`src/rtl/gpio_bank.sv`:
```
module gpio_bank #(
  parameter int NPINS    = 32,
  parameter int ADDR_W   = 8,
  parameter int BASE     = 16,
  parameter int DB_COUNT = 4
) (
  input  logic              clk,
  input  logic              rst_n,
  input  logic [ADDR_W-1:0] bus_addr,
  input  logic              bus_wr,
  input  logic              bus_rd,
  input  logic [7:0]        bus_wdata,
  output logic [7:0]        bus_rdata,
  input  logic [NPINS-1:0]  pin_in,
  input  logic              sample_en,
  input  logic              clk_src0,
  input  logic              clk_src1,
  input  logic [NPINS-1:0]  alt_oe,
  input  logic [NPINS-1:0]  alt_out,
  output logic [NPINS-1:0]  pad_oe,
  output logic [NPINS-1:0]  pad_out,
  output logic [NPINS-1:0]  in_value
);
  localparam int IW = (NPINS > 1) ? $clog2(NPINS) : 1;
  localparam int CW = (DB_COUNT > 1) ? $clog2(DB_COUNT) : 1;
  localparam int LO = BASE;
  localparam int HI = BASE + NPINS;

  logic [NPINS-1:0][4:0]    cfg;
  logic [NPINS-1:0][CW-1:0] dbc;
  logic [NPINS-1:0] s1, s2, dbq, act, actq, lat;
  logic [IW-1:0]    idx;
  logic             in_range;
  logic [7:0]       rsel;
  logic             unused_wbits;

  assign unused_wbits = ^{bus_wdata[7], bus_wdata[5]};
  assign in_range = (int'(bus_addr) >= LO) && (int'(bus_addr) < HI);
  assign idx      = IW'(bus_addr - ADDR_W'(BASE));
  assign rsel     = {1'b0, lat[idx], s2[idx], cfg[idx]};

  always_comb begin
    for (int i = 0; i < NPINS; i++) begin
      act[i]      = cfg[i][0] ? (cfg[i][4] ? dbq[i] : s2[i]) : ~(cfg[i][4] ? dbq[i] : s2[i]);
      in_value[i] = cfg[i][1] ? lat[i] : act[i];
    end
  end

  always_ff @(posedge clk) begin
    if (!rst_n) begin
      s1        <= '0;
      s2        <= '0;
      dbq       <= '0;
      dbc       <= '0;
      actq      <= '1;
      lat       <= '0;
      cfg       <= '0;
      bus_rdata <= '0;
    end else begin
      s1   <= pin_in;
      s2   <= s1;
      actq <= act;
      if (bus_rd) bus_rdata <= in_range ? rsel : 8'h00;
      for (int i = 0; i < NPINS; i++) begin
        if (bus_wr && in_range && idx == IW'(i)) cfg[i] <= bus_wdata[4:0];
        if (act[i] && !actq[i]) lat[i] <= 1'b1;
        else if (bus_wr && in_range && idx == IW'(i) && bus_wdata[6]) lat[i] <= 1'b0;
        if (!cfg[i][4] || s2[i] == dbq[i]) begin
          dbq[i] <= s2[i];
          dbc[i] <= '0;
        end else if (sample_en) begin
          if (dbc[i] == CW'(DB_COUNT - 1)) begin
            dbq[i] <= s2[i];
            dbc[i] <= '0;
          end else begin
            dbc[i] <= dbc[i] + 1'b1;
          end
        end
      end
    end
  end

  for (genvar i = 0; i < NPINS; i++) begin : g_pad
    logic osel;
    assign osel       = cfg[i][1] ? (cfg[i][0] ? clk_src1 : clk_src0) : cfg[i][0];
    assign pad_oe[i]  = cfg[i][3] ? alt_oe[i] : cfg[i][2];
    assign pad_out[i] = cfg[i][3] ? alt_out[i] : (cfg[i][2] & osel);

    p_latch_sticky_r7: assert property (@(posedge clk) disable iff (!rst_n)
      (lat[i] && !(bus_wr && in_range && idx == IW'(i) && bus_wdata[6])) |=> lat[i]);
    p_oe_only_output_r4: assert property (@(posedge clk) disable iff (!rst_n)
      pad_oe[i] |-> (cfg[i][3:2] != 2'b00));
    p_db_needs_strobe_r8: assert property (@(posedge clk) disable iff (!rst_n)
      (cfg[i][4] && !sample_en) |=> $stable(dbq[i]));
  end

  p_oor_read_zero_r2: assert property (@(posedge clk) disable iff (!rst_n)
    (bus_rd && !in_range) |=> bus_rdata == 8'h00);
  p_oor_write_hold_r2: assert property (@(posedge clk) disable iff (!rst_n)
    (bus_wr && !in_range) |=> $stable(cfg));
  p_top_bit_zero_r3: assert property (@(posedge clk) disable iff (!rst_n)
    bus_rd |=> !bus_rdata[7]);
endmodule

```
`config.mk`:
```
export PLATFORM = sky130hd
export DESIGN_NAME = gpio_bank
export DESIGN_NICKNAME = d
export VERILOG_FILES = /design/src/rtl/gpio_bank.sv
export SDC_FILE = /design/constraint.sdc
export NUM_CORES = 1
export LEC_CHECK = 0
export BUFFER_PORTS_ARGS = -buffer_cell sky130_fd_sc_hd__buf_2
export CAP_MARGIN = 20
export CORE_ASPECT_RATIO = 1.1
export CORE_UTILIZATION = 55
export CTS_BUF_LIST = sky130_fd_sc_hd__clkbuf_4
export CTS_CLUSTER_SIZE = 28
export DETAILED_ROUTE_END_ITERATION = 7
export PLACE_DENSITY = 0.76
export SLEW_MARGIN = 40
export SYNTH_ARGS = -nofsm -noshare
export SYNTH_HDL_FRONTEND = slang
export SYNTH_SLANG_ARGS = --single-unit
```
`constraint.sdc`:
```
create_clock -name clk -period 3.7 [get_ports clk]
set_clock_uncertainty 0.05 [all_clocks]
set_input_delay 0.185 -clock clk [delete_from_list [all_inputs] [get_ports clk]]
set_output_delay 0.185 -clock clk [all_outputs]
set_load 0.05 [all_outputs]
```
==> results.sh, run 1 <==
export IMPL_run_status="completed"
export IMPL_post_synth_instance_area_mm2=0.0192
export IMPL_io_pins=223
export IMPL_max_stage_delay_ps=720
export IMPL_area_growth_syn_to_layout_pct=15.3
export IMPL_final_fill_count=2821
export IMPL_drtIter0Drc=1031
export IMPL_final_setup_viol_count=0
export IMPL_ant_nets=0
export IMPL_yosys_top_cells_count="dfxtp_1, mux2i_1, nand2_1, nor2b_1, nor2_1"
export IMPL_cts_hold_buffers=40
export IMPL_clock_insertion_delay_worst_skew_ps=770
export IMPL_netlist_area_leader_share_pct=40.7
export IMPL_hold_violations=0
export IMPL_yosys_most_used_dff="dfxtp_1"
export IMPL_grt_pass1_vias=14800
export IMPL_power_frac_clock_pct=42.5
export IMPL_h_tree_depth=3
export IMPL_route_detailed_wl_per_inst_um=18.0
export IMPL_path_clk_slew_ps=70
export IMPL_final_core_util_pct=64.7
export IMPL_synth_net_count=2096
export IMPL_multi_input_comb_area_mm2=0.0107
export IMPL_row_count=71
export IMPL_dpl_cell_area_mm2=0.0205
export IMPL_timing_worst_slew_pin_value_ps=914
export IMPL_place_port_buffers=219
export IMPL_worstSetupPathDepth=8
export IMPL_final_setup_tns_ps=0
export IMPL_die_h_um=198
export IMPL_slew_violations=0
export IMPL_switchingPower_mw=2.16
export IMPL_crit_family="buffers and inverters"
export IMPL_critPathMostFrequentCell="dlygate4sd3_1"
export IMPL_clk_root_buf="clkbuf_4"
export IMPL_grt_antenna_before_repair=2
export IMPL_rr_worst_depth=5
export IMPL_vdd_ir_drop_max_mv=0.222
export IMPL_placedCellCount=2501
export IMPL_timing_hold_ws_ps=74.1
export IMPL_cp_start_kind="primary input"
export IMPL_count_of_instances_resized_after_the_clock_tree_is_built=0
export IMPL_synth_enable_flop_cells=0
export IMPL_wire_length_of_the_first_global_routing_pass_um=76900
export IMPL_die_x_um=180
export IMPL_end_kind="flip-flop"
export IMPL_power_share_sequential_pct=49.7
export IMPL_internal_power_mw=6.54
export IMPL_worst_hold_check_path_type="primary input to flip-flop"
export IMPL_clock_sink_count=391
export IMPL_leakagePower_nw=9.74
export IMPL_design_core_area_mm2=0.0343
export IMPL_grt_util_all_layers_pct=27.1
export IMPL_grt_start_max_net_pins=127
export IMPL_timing_critical_path_cells="dlygate4sd3_1, buf_2, or3b_1, dlygate4sd3_1, nor4_4, dlygate4sd3_1, mux2i_1, nor2b_1"
export IMPL_die_area_mm2=0.0357
export IMPL_timing_critical_path_buf_inv=4
export IMPL_postSynthRegisterBits=391
export IMPL_post_cts_repair_setup_buffers=0
export IMPL_clock_path_buffers=3
export IMPL_place_detailed_hpwl_um=33300
export IMPL_slew_headroom_pct=39.1
export IMPL_synth_cell_types=48
export IMPL_final_instance_count_excl_fill=2716
export IMPL_routed_wirelength_um=49000
export IMPL_yosysSeqAreaShare_pct=40.7
export IMPL_netlist_top_cell_by_area="dfxtp_1"
export IMPL_ys_warnings_count=0
export IMPL_start_util_pct=56.1
export IMPL_route_detailed_vias_per_inst=5.60
export IMPL_number_of_instances_in_the_synthesized_netlist=1945
export IMPL_cts_buffers=100
export IMPL_finalWorstPathRequiredPeriod_ps=2670
export IMPL_crit_arrival_ps=3270
export IMPL_rsz0062_at_grt="false"
export IMPL_worst_ep_required_time_ps=4290
export IMPL_p_comb_share_pct=7.8
export IMPL_pwr_density_cell_mw_per_mm2=392
export IMPL_syn_avg_cell_area_um2=9.89
export IMPL_slowest_stage="dlygate4sd3_1"
export IMPL_detailroute_via_count=15200
export IMPL_f_max_ghz=0.374
export IMPL_min_period_over_period_pct=72.3
export IMPL_critical_path_class="primary input to flip-flop"
export IMPL_whs_path_cells=3
export IMPL_power_share_switching_pct=24.8
export IMPL_detailedRoute_firstPassIterationCount=6
export IMPL_detail_route_drc_violations=0
export IMPL_critical_path_max_fanout=4
export IMPL_grt_overflow_total=0
export IMPL_final_cell_area_mm2=0.0222
export IMPL_max_cap_viol_count=0
export IMPL_post_route_cells_drive_above_1_share_pct=23.9
export IMPL_nNetsFinal=2359
export IMPL_synth_area_top_cells="dfxtp_1, mux2i_1, nor2b_1, mux4_2, nand2_1"
export IMPL_seq_area_mm2=0.00783
export IMPL_ffs_w_async_s_r_synth_pct=0
export IMPL_routabilityCongestion=0.878
export IMPL_synthMostInstantiatedCell="dfxtp_1"
export IMPL_cts_tree="done"
## cell usage in the layout (no fill, tap or decap), drive strengths merged, types with 2 or more instances in the layout
cell and count:
dfxtp 391, mux2i 316, buf 233, nand2 208, nor2b 167, clkbuf 154
nor2 112, and2 66, nand3 64, o21ai 51, a21boi 51, mux2 46
dlygate4sd3 43, mux4 42, inv 36, a21oi 35, xnor2 32, a31oi 32
xor2 32, ha 32, nand4 29, o21a 23, or2 19, o211ai 13
clkinv 12, a221oi 7, a32o 7, o221a 6, diode 3, and4 2
or3b 2, bufinv 2
## final cells by class
| type | count | share of cell area, % |
|---|---|---|
| antenna | 3 | 0.0339 |
| clock buffer | 153 | 5.18 |
| clock inverter | 16 | 0.513 |
| inverter | 34 | 0.575 |
| multi-input combinational | 1404 | 48.4 |
| sequential | 391 | 35.3 |
| tap | 438 | 2.47 |
| timing repair buffer | 277 | 7.56 |
## logic make-up after synthesis
logic type               count (synthesis)  synth area share [%]
adder cells (fa/ha/maj)                 32                  2.08
AO/OA/AOI/OAI                          228                  8.02
other                                    1                0.0195
multiplexers                           404                  24.1
XOR/XNOR                                64                  2.91
AND/OR/NAND/NOR                        675                  18.6
buffers and inverters                  150                  3.60
flip-flops                             391                  40.7
## stage by stage
stage	power [mW]	worst slack, ps
4_1_cts	8.78	1040
3_3_place_gp	5.04	1050
2_1_floorplan	4.86	1650
5_1_grt	9.06	980
3_5_place_dp	5.06	998
6_report	8.70	1030
## tightest hold or removal path, delay by kind of cell
kind,cells,cell delay (ps)
buf+inv,1,350
mux,1,240
simple gates,1,50
## final timing paths
check | to | start | slack, ps
setup reg to reg | bus_rdata[6] | lat[31] | 1390
setup / recovery | cfg[77] | bus_addr[6] | 1030
hold reg to reg | s2[17] | s1[17] | 370
hold / removal | cfg[34] | bus_wdata[4] | 70
## power by group through the flow
stage,Sequential [mW],Combinational [mW],Clock (mW)
2_1_floorplan,4.40,0.458,0
3_5_place_dp,4.42,0.640,0
3_3_place_gp,4.41,0.628,0
6_report,4.32,0.679,3.70
4_1_cts,4.32,0.672,3.78
5_1_grt,4.32,0.723,4.01
## metal layers
layer | vias up | share of wire (%) | global-route usage [%]
met5 | - | 0 | 0
met4 | 0 | 3.0 | 12.3
met3 | 94 | 6.6 | 5.06
met2 | 530 | 47 | 45.1
met1 | 7250 | 43 | 34.3
li1 | 7328 | - | -
## sequential cells by signal, summed over array words and instances, names as in the netlist
signal and cells:
cfg 160, s1 32, s2 32, dbc 64, dbq 32, bus_rdata 7
lat 32, actq 32
Note: power is estimated with default switching activity, not from simulation.
==> run 2, diff against run 1 <==
ABC_AREA = 1   (was not set)
clock period = 2.65 ns   (was 3.7 ns; I/O delays follow)
==> run 2 against run 1 <==
Effect of this change:
- power up 42%
- global-route usage up 8.9 points
- setup slack worse by 960 ps
- clock power up 40%
- final cell count up 33%
- synthesized area down 2.4%
- critical path depth down 3
- die area down 2.4%
- sequential share of layout area down 0.49 points
- cell area up 1.4%
- sequential cell count unchanged
- critical path type is now flip-flop to output port
==> results.sh, run 2 <==
export IMPL_rr_worst_depth=11
export IMPL_detail_route_drc_violations=0
export IMPL_die_area_mm2=0.0349
export IMPL_yosys_top_cells_count="nand2_1, dfxtp_1, nor2_1, a21oi_1, o21ai_0"
export IMPL_met2_track_demand_over_resource_in_global_routing_pct=60.1
export IMPL_grt_overflow_total=0
export IMPL_design_core_area_mm2=0.0335
export IMPL_critical_path_reg2reg_endpoint="bus_rdata[6]"
export IMPL_wire_length_of_the_first_global_routing_pass_um=96600
export IMPL_slew_violations=0
export IMPL_grt_antenna_before_repair=2
export IMPL_clock_insertion_delay_worst_skew_ps=820
export IMPL_route_detailed_vias_per_inst=5.50
export IMPL_number_of_instances_in_the_synthesized_netlist=2761
export IMPL_die_x_um=178
export IMPL_syn_avg_cell_area_um2=6.80
export IMPL_ant_nets=0
export IMPL_routed_wirelength_um=62900
export IMPL_drtIter0Drc=1580
export IMPL_synthMostInstantiatedCell="nand2_1"
export IMPL_cp_start_kind="flip-flop"
export IMPL_netlist_area_leader_share_pct=41.7
export IMPL_largest_register="cfg"
export IMPL_worst_hold_check_path_type="primary input to flip-flop"
export IMPL_pre_cts_slack_ps=532
export IMPL_netlist_top_cell_by_area="dfxtp_1"
export IMPL_timing_worst_slew_pin_value_ps=855
export IMPL_final_setup_viol_count=0
export IMPL_clock_path_buffers=3
export IMPL_ffs_w_async_s_r_synth_pct=0
export IMPL_detailroute_via_count=19800
export IMPL_mostFrequentLayoutCell="nand2_1"
export IMPL_postSynthRegisterBits=391
export IMPL_grt_util_all_layers_pct=36.0
export IMPL_layout_setup_ws_ps=67.8
export IMPL_place_detailed_hpwl_um=42600
export IMPL_cts_tree="done"
export IMPL_layout_common_cells="nand2_1, dfxtp_1, nor2_1"
export IMPL_critical_path_max_fanout=4
export IMPL_clock_sink_count=391
export IMPL_pwr_density_cell_mw_per_mm2=548
export IMPL_clk_root_buf="clkbuf_4"
export IMPL_grt_pass1_vias=18700
export IMPL_h_tree_depth=3
export IMPL_nNetsFinal=3258
export IMPL_f_max_ghz=0.387
export IMPL_leakagePower_nw=10.4
export IMPL_post_synth_instance_area_mm2=0.0188
export IMPL_run_status="completed"
export IMPL_max_cap_viol_count=0
export IMPL_crit_arrival_ps=2400
export IMPL_final_setup_tns_ps=0
export IMPL_io_pins=223
export IMPL_critical_path_class="flip-flop to output port"
export IMPL_synth_enable_flop_cells=0
export IMPL_area_growth_syn_to_layout_pct=19.8
export IMPL_hold_violations=0
export IMPL_synth_net_count=2912
export IMPL_largest_register_ffs=160
export IMPL_rrSetupSlack_ps=650
export IMPL_grt_start_max_net_pins=140
export IMPL_vdd_ir_drop_max_mv=0.441
export IMPL_grt_busiest_layer="met2"
export IMPL_routabilityCongestion=0.948
export IMPL_reg_largest_list="cfg x160, dbc x64"
export IMPL_slew_headroom_pct=43.0
export IMPL_r2r_start="lat[30]"
export IMPL_worst_hold_startpoint="bus_addr[6]"
export IMPL_end_kind="output port"
export IMPL_route_detailed_wl_per_inst_um=17.5
export IMPL_die_h_um=196
export IMPL_min_to="cfg[158]"
export IMPL_row_count=70
export IMPL_yosysSeqAreaShare_pct=41.7
export IMPL_ys_warnings_count=0
export IMPL_path_clk_slew_ps=70
export IMPL_detailedRoute_firstPassIterationCount=8
export IMPL_finalWorstPathRequiredPeriod_ps=2580
export IMPL_global_routing_usage_on_met1_pct=40.8
export IMPL_global_route_usage_met3_pct=6.55
export IMPL_synth_cell_types=31
export IMPL_synth_area_top_cells="dfxtp_1, nand2_1, a21oi_1, o21ai_0, nor2_1"
export IMPL_start_util_pct=56.1
export IMPL_post_route_cells_drive_above_1_share_pct=16.0
export IMPL_min_period_over_period_pct=97.4
export IMPL_yosys_most_used_dff="dfxtp_1"
export IMPL_whs_path_cells=6
export IMPL_rsz0062_at_grt="false"
export IMPL_cts_buffers=99
export IMPL_worst_ep_required_time_ps=2470
export IMPL_place_port_buffers=219
-- run 2: changes by cell type after synthesis, sizes merged, moves of 214 or more --
cell	delta
a21oi	+244
inv	+214
nand2	+594
mux2i	-316
o21ai	+243
nor2	+235
-- run 2: final cells by class --
cell class | instances | area [um2]
diodes | 1 | 2.50
clock buffers | 147 | 1100
clock inverters | 16 | 118
fillers | 2986 | 11000
inverters | 250 | 943
multi-input cells | 2003 | 9450
flip-flops and latches | 391 | 7830
well taps | 432 | 541
repair buffers | 362 | 2500
-- run 2: kinds of logic (layout without fill, tap and decap cells) --
group	after synthesis	after routing	share of synthesized area (%)
and+or+nand+nor	1269	1269	27.5
AOI/OAI and AO/OA	669	669	19.2
DFF	391	391	41.7
buffers and inverters	367	775	7.95
adders and majority gates	32	32	2.13
xor gates and xnor gates	32	32	1.49
other	1	2	0.0200
-- run 2: repair_timing --
item | CTS | global route
setup endpoints to repair | 9 | 6
gates resized for setup | 9 | 6
hold endpoints to repair | 266 | 15
hold buffers | 109 | 1
buffers inserted | 0 | 0
-- run 2: worst max-delay path, cell delays in order, from the launching register on --
cell,delay [ps]
dfxtp_1,360
inv_1,90
o21ai_0,500
xor2_1,190
o21ai_0,180
buf_2,300
-- run 2: report_power, final --
part / total (mW) / internal [mW] / leakage [nW] / switching (mW)
clock network: 5.17 / 2.69 / 0.730 / 2.48
logic: 1.10 / 0.353 / 6.45 / 0.743
registers: 6.05 / 5.97 / 3.17 / 0.0723
total: 12.3 / 9.02 / 10.4 / 3.30
-- run 2: how the worst max path moves through the flow --
stage | depth (start not counted) | from | slack [ps] | endpoint
floorplan | 3 | clk_src0 | 320 | pad_out[0]
global placement | 9 | bus_addr[1] | 540 | lat[8]
detailed placement | 9 | bus_addr[1] | 530 | lat[8]
CTS | 5 | dbq[20] | 3 | in_value[20]
global route | 5 | cfg[119] | 8 | in_value[23]
finish | 5 | cfg[49] | 70 | in_value[9]
-- run 2: per-layer routing --
layer | share of wire (%) | routed length (um)
met1 | 38 | 23600
met2 | 47 | 29800
met3 | 8.2 | 5160
met4 | 6.8 | 4300
met5 | 0 | 0
-- run 2: per-stage QoR --
step | area, um2 | cells | util (%) | total power [mW] | hold slack, ps
2_1_floorplan | 18800 | 2761 | - | 6.74 | 180
3_3_place_gp | 20100 | 3328 | 60.2 | 7.09 | 263
3_5_place_dp | 20100 | 3328 | 60.2 | 7.11 | 268
4_1_cts | 22500 | 3600 | 67.1 | 12.3 | 48.1
5_1_grt | 22500 | 3602 | 67.2 | 12.8 | 83.1
6_report | 22500 | 3602 | 67.2 | 12.3 | 95.5
==> run 3, diff against run 2 <==
GPL_TIMING_DRIVEN = 0   (was not set)
==> run 3 against run 2 <==
Effect of this change:
- clock power is 4.4% higher
- critical endpoint is now pad_out[13]
- setup slack worse by 52 ps
- largest power group unchanged
- fmax is 2.0% lower
- sequential cell count stayed put
- final cell count is 2.1% higher
==> results.sh, run 3 (synthesis gave the netlist of run 2 again) <==
export IMPL_run_status="completed"
export IMPL_post_cts_repair_setup_buffers=0
export IMPL_h_tree_depth=3
export IMPL_largest_register_ffs=160
export IMPL_critical_path_max_fanout=4
export IMPL_slew_headroom_pct=37.4
export IMPL_clock_sink_count=391
export IMPL_io_pins=223
export IMPL_rr_worst_depth=9
export IMPL_grt_util_all_layers_pct=42.1
export IMPL_clock_path_buffers=3
export IMPL_rrSetupSlack_ps=640
export IMPL_max_cap_viol_count=0
export IMPL_post_route_cells_drive_above_1_share_pct=16.3
export IMPL_timing_critical_path_from="cfg[66]"
export IMPL_worstSetupPathDepth=3
export IMPL_reg_largest_list="cfg x160, dbc x64"
export IMPL_critical_path_class="flip-flop to output port"
export IMPL_worst_ep_required_time_ps=2470
export IMPL_clock_insertion_delay_worst_skew_ps=870
export IMPL_crit_arrival_ps=2450
export IMPL_worst_hold_check_path_type="primary input to flip-flop"
export IMPL_slew_violations=0
export IMPL_clk_root_buf="clkbuf_4"
export IMPL_switchingPower_mw=3.58
export IMPL_row_count=70
export IMPL_rsz0062_at_grt="false"
export IMPL_final_setup_viol_count=0
export IMPL_detailroute_via_count=20600
export IMPL_die_h_um=196
export IMPL_final_core_util_pct=67.6
export IMPL_ant_nets=0
export IMPL_timing_hold_ws_ps=73.7
export IMPL_nNetsFinal=3315
export IMPL_area_growth_syn_to_layout_pct=20.5
export IMPL_timing_critical_path_cells="a21oi_1, o41ai_1, buf_2"
export IMPL_cts_buffers=100
export IMPL_dr_wl_met2_um=34800
export IMPL_seq_area_mm2=0.00783
export IMPL_path_clk_slew_ps=70
export IMPL_cts_tree="done"
export IMPL_pre_cts_slack_ps=457
export IMPL_slowest_stage="o41ai_1"
export IMPL_detail_route_drc_violations=0
export IMPL_final_setup_tns_ps=0
export IMPL_wire_length_of_the_first_global_routing_pass_um=109000
export IMPL_design_core_area_mm2=0.0335
export IMPL_power_frac_clock_pct=42.8
export IMPL_start_util_pct=56.1
export IMPL_min_period_over_period_pct=99.4
export IMPL_cp_start_kind="flip-flop"
export IMPL_detailedRoute_firstPassIterationCount=6
export IMPL_routabilityCongestion=1.01
export IMPL_multi_input_comb_area_mm2=0.00948
export IMPL_post_route_met1_wirelength_um=27300
export IMPL_hold_violations=0
export IMPL_met3_wirelength_um=6240
export IMPL_grt_start_max_net_pins=17
export IMPL_top_layer_used="met5"
export IMPL_vdd_ir_drop_max_mv=0.394
export IMPL_die_area_mm2=0.0349
export IMPL_final_fill_count=2973
export IMPL_mostFrequentLayoutCell="nand2_1"
export IMPL_crit_family="compound AO/OA/AOI/OAI gates"
export IMPL_end_kind="output port"
export IMPL_grt_pass1_vias=19900
export IMPL_leakagePower_nw=10.4
export IMPL_grt_overflow_total=0
export IMPL_post_layout_total_power_mw=12.6
export IMPL_max_stage_delay_ps=740
export IMPL_internal_power_mw=9.06
export IMPL_drtIter0Drc=1840
export IMPL_power_share_switching_pct=28.3
export IMPL_largest_register="cfg"
export IMPL_power_share_sequential_pct=47.9
export IMPL_f_max_ghz=0.380
export IMPL_place_port_buffers=216
export IMPL_route_detailed_vias_per_inst=5.60
export IMPL_p_comb_share_pct=9.4
export IMPL_r2r_start="s2[24]"
export IMPL_place_detailed_hpwl_um=53200
export IMPL_layout_common_cells="nand2_1, dfxtp_1, nor2_1"
export IMPL_timing_worst_slew_pin_value_ps=939
export IMPL_pwr_density_cell_mw_per_mm2=559
export IMPL_grt_antenna_before_repair=4
export IMPL_cp_endpoint="pad_out[13]"
export IMPL_die_x_um=178
export IMPL_critical_path_reg2reg_endpoint="bus_rdata[5]"
export IMPL_route_detailed_wl_per_inst_um=20.0
export IMPL_layout_setup_ws_ps=15.8
export IMPL_timing_critical_path_buf_inv=1
export IMPL_routed_wirelength_um=73600
export IMPL_finalWorstPathRequiredPeriod_ps=2630
==> run 3: worst register-to-register path, cell delays in order, from the launching register on <==
cell and delay, ps:
dfxtp_1 430, inv_1 110, o21ai_0 180, nand2_1 70, nand2_1 120, a21oi_1 80, nand2_1 110, nand3_1 80
a21oi_1 150, dlygate4sd3_1 570
==> run 3: worst min path at each step <==
stage	to	start	cells after the start	slack (ps)
floorplan	s1[0]	pin_in[0]	2	180
global placement	s1[12]	pin_in[12]	3	260
detailed placement	s1[14]	pin_in[14]	3	270
CTS	lat[15]	bus_addr[4]	5	10
global route	lat[15]	bus_addr[4]	5	90
finish	lat[15]	bus_addr[4]	5	70
==> run 3: layout make-up <==
type                    instances  share of cell area [%]
diodes                          2                  0.0221
plain buffers                 117                    2.49
clock buffers                 153                    5.08
clock inverters                27                   0.725
inverters                     250                    4.17
multi-input cells            2003                    41.9
flip-flops and latches        391                    34.6
well taps                     432                    2.39
repair buffers                301                    8.56
==> run 3: stage by stage <==
stage	area, um2	cells
3_5_place_dp	20400	3409
3_3_place_gp	20400	3409
5_1_grt	22600	3676
2_1_floorplan	18800	2761
6_report	22600	3676
4_1_cts	22600	3674
==> run 3: timing repair <==
item,CTS,global route
setup endpoints to repair,18,12
resized for setup,22,12
cloned,0,0
hold buffers,85,0
hold endpoints to repair,162,0
==> run 3: power by group through the flow <==
stage / Sequential (mW) / Combinational (mW) / Clock, mW
floorplan: 6.16 / 0.586 / 0
global placement: 6.18 / 1.02 / 0
detailed placement: 6.18 / 1.04 / 0
CTS: 6.05 / 1.13 / 5.39
global route: 6.06 / 1.25 / 5.72
finish: 6.05 / 1.18 / 5.40
==> run 3: routing by layer <==
layer	vias to the layer above	track usage, %
li1	9754	-
met1	9558	47.1
met2	1010	70.4
met3	273	8.59
met4	2	31.1
met5	-	0
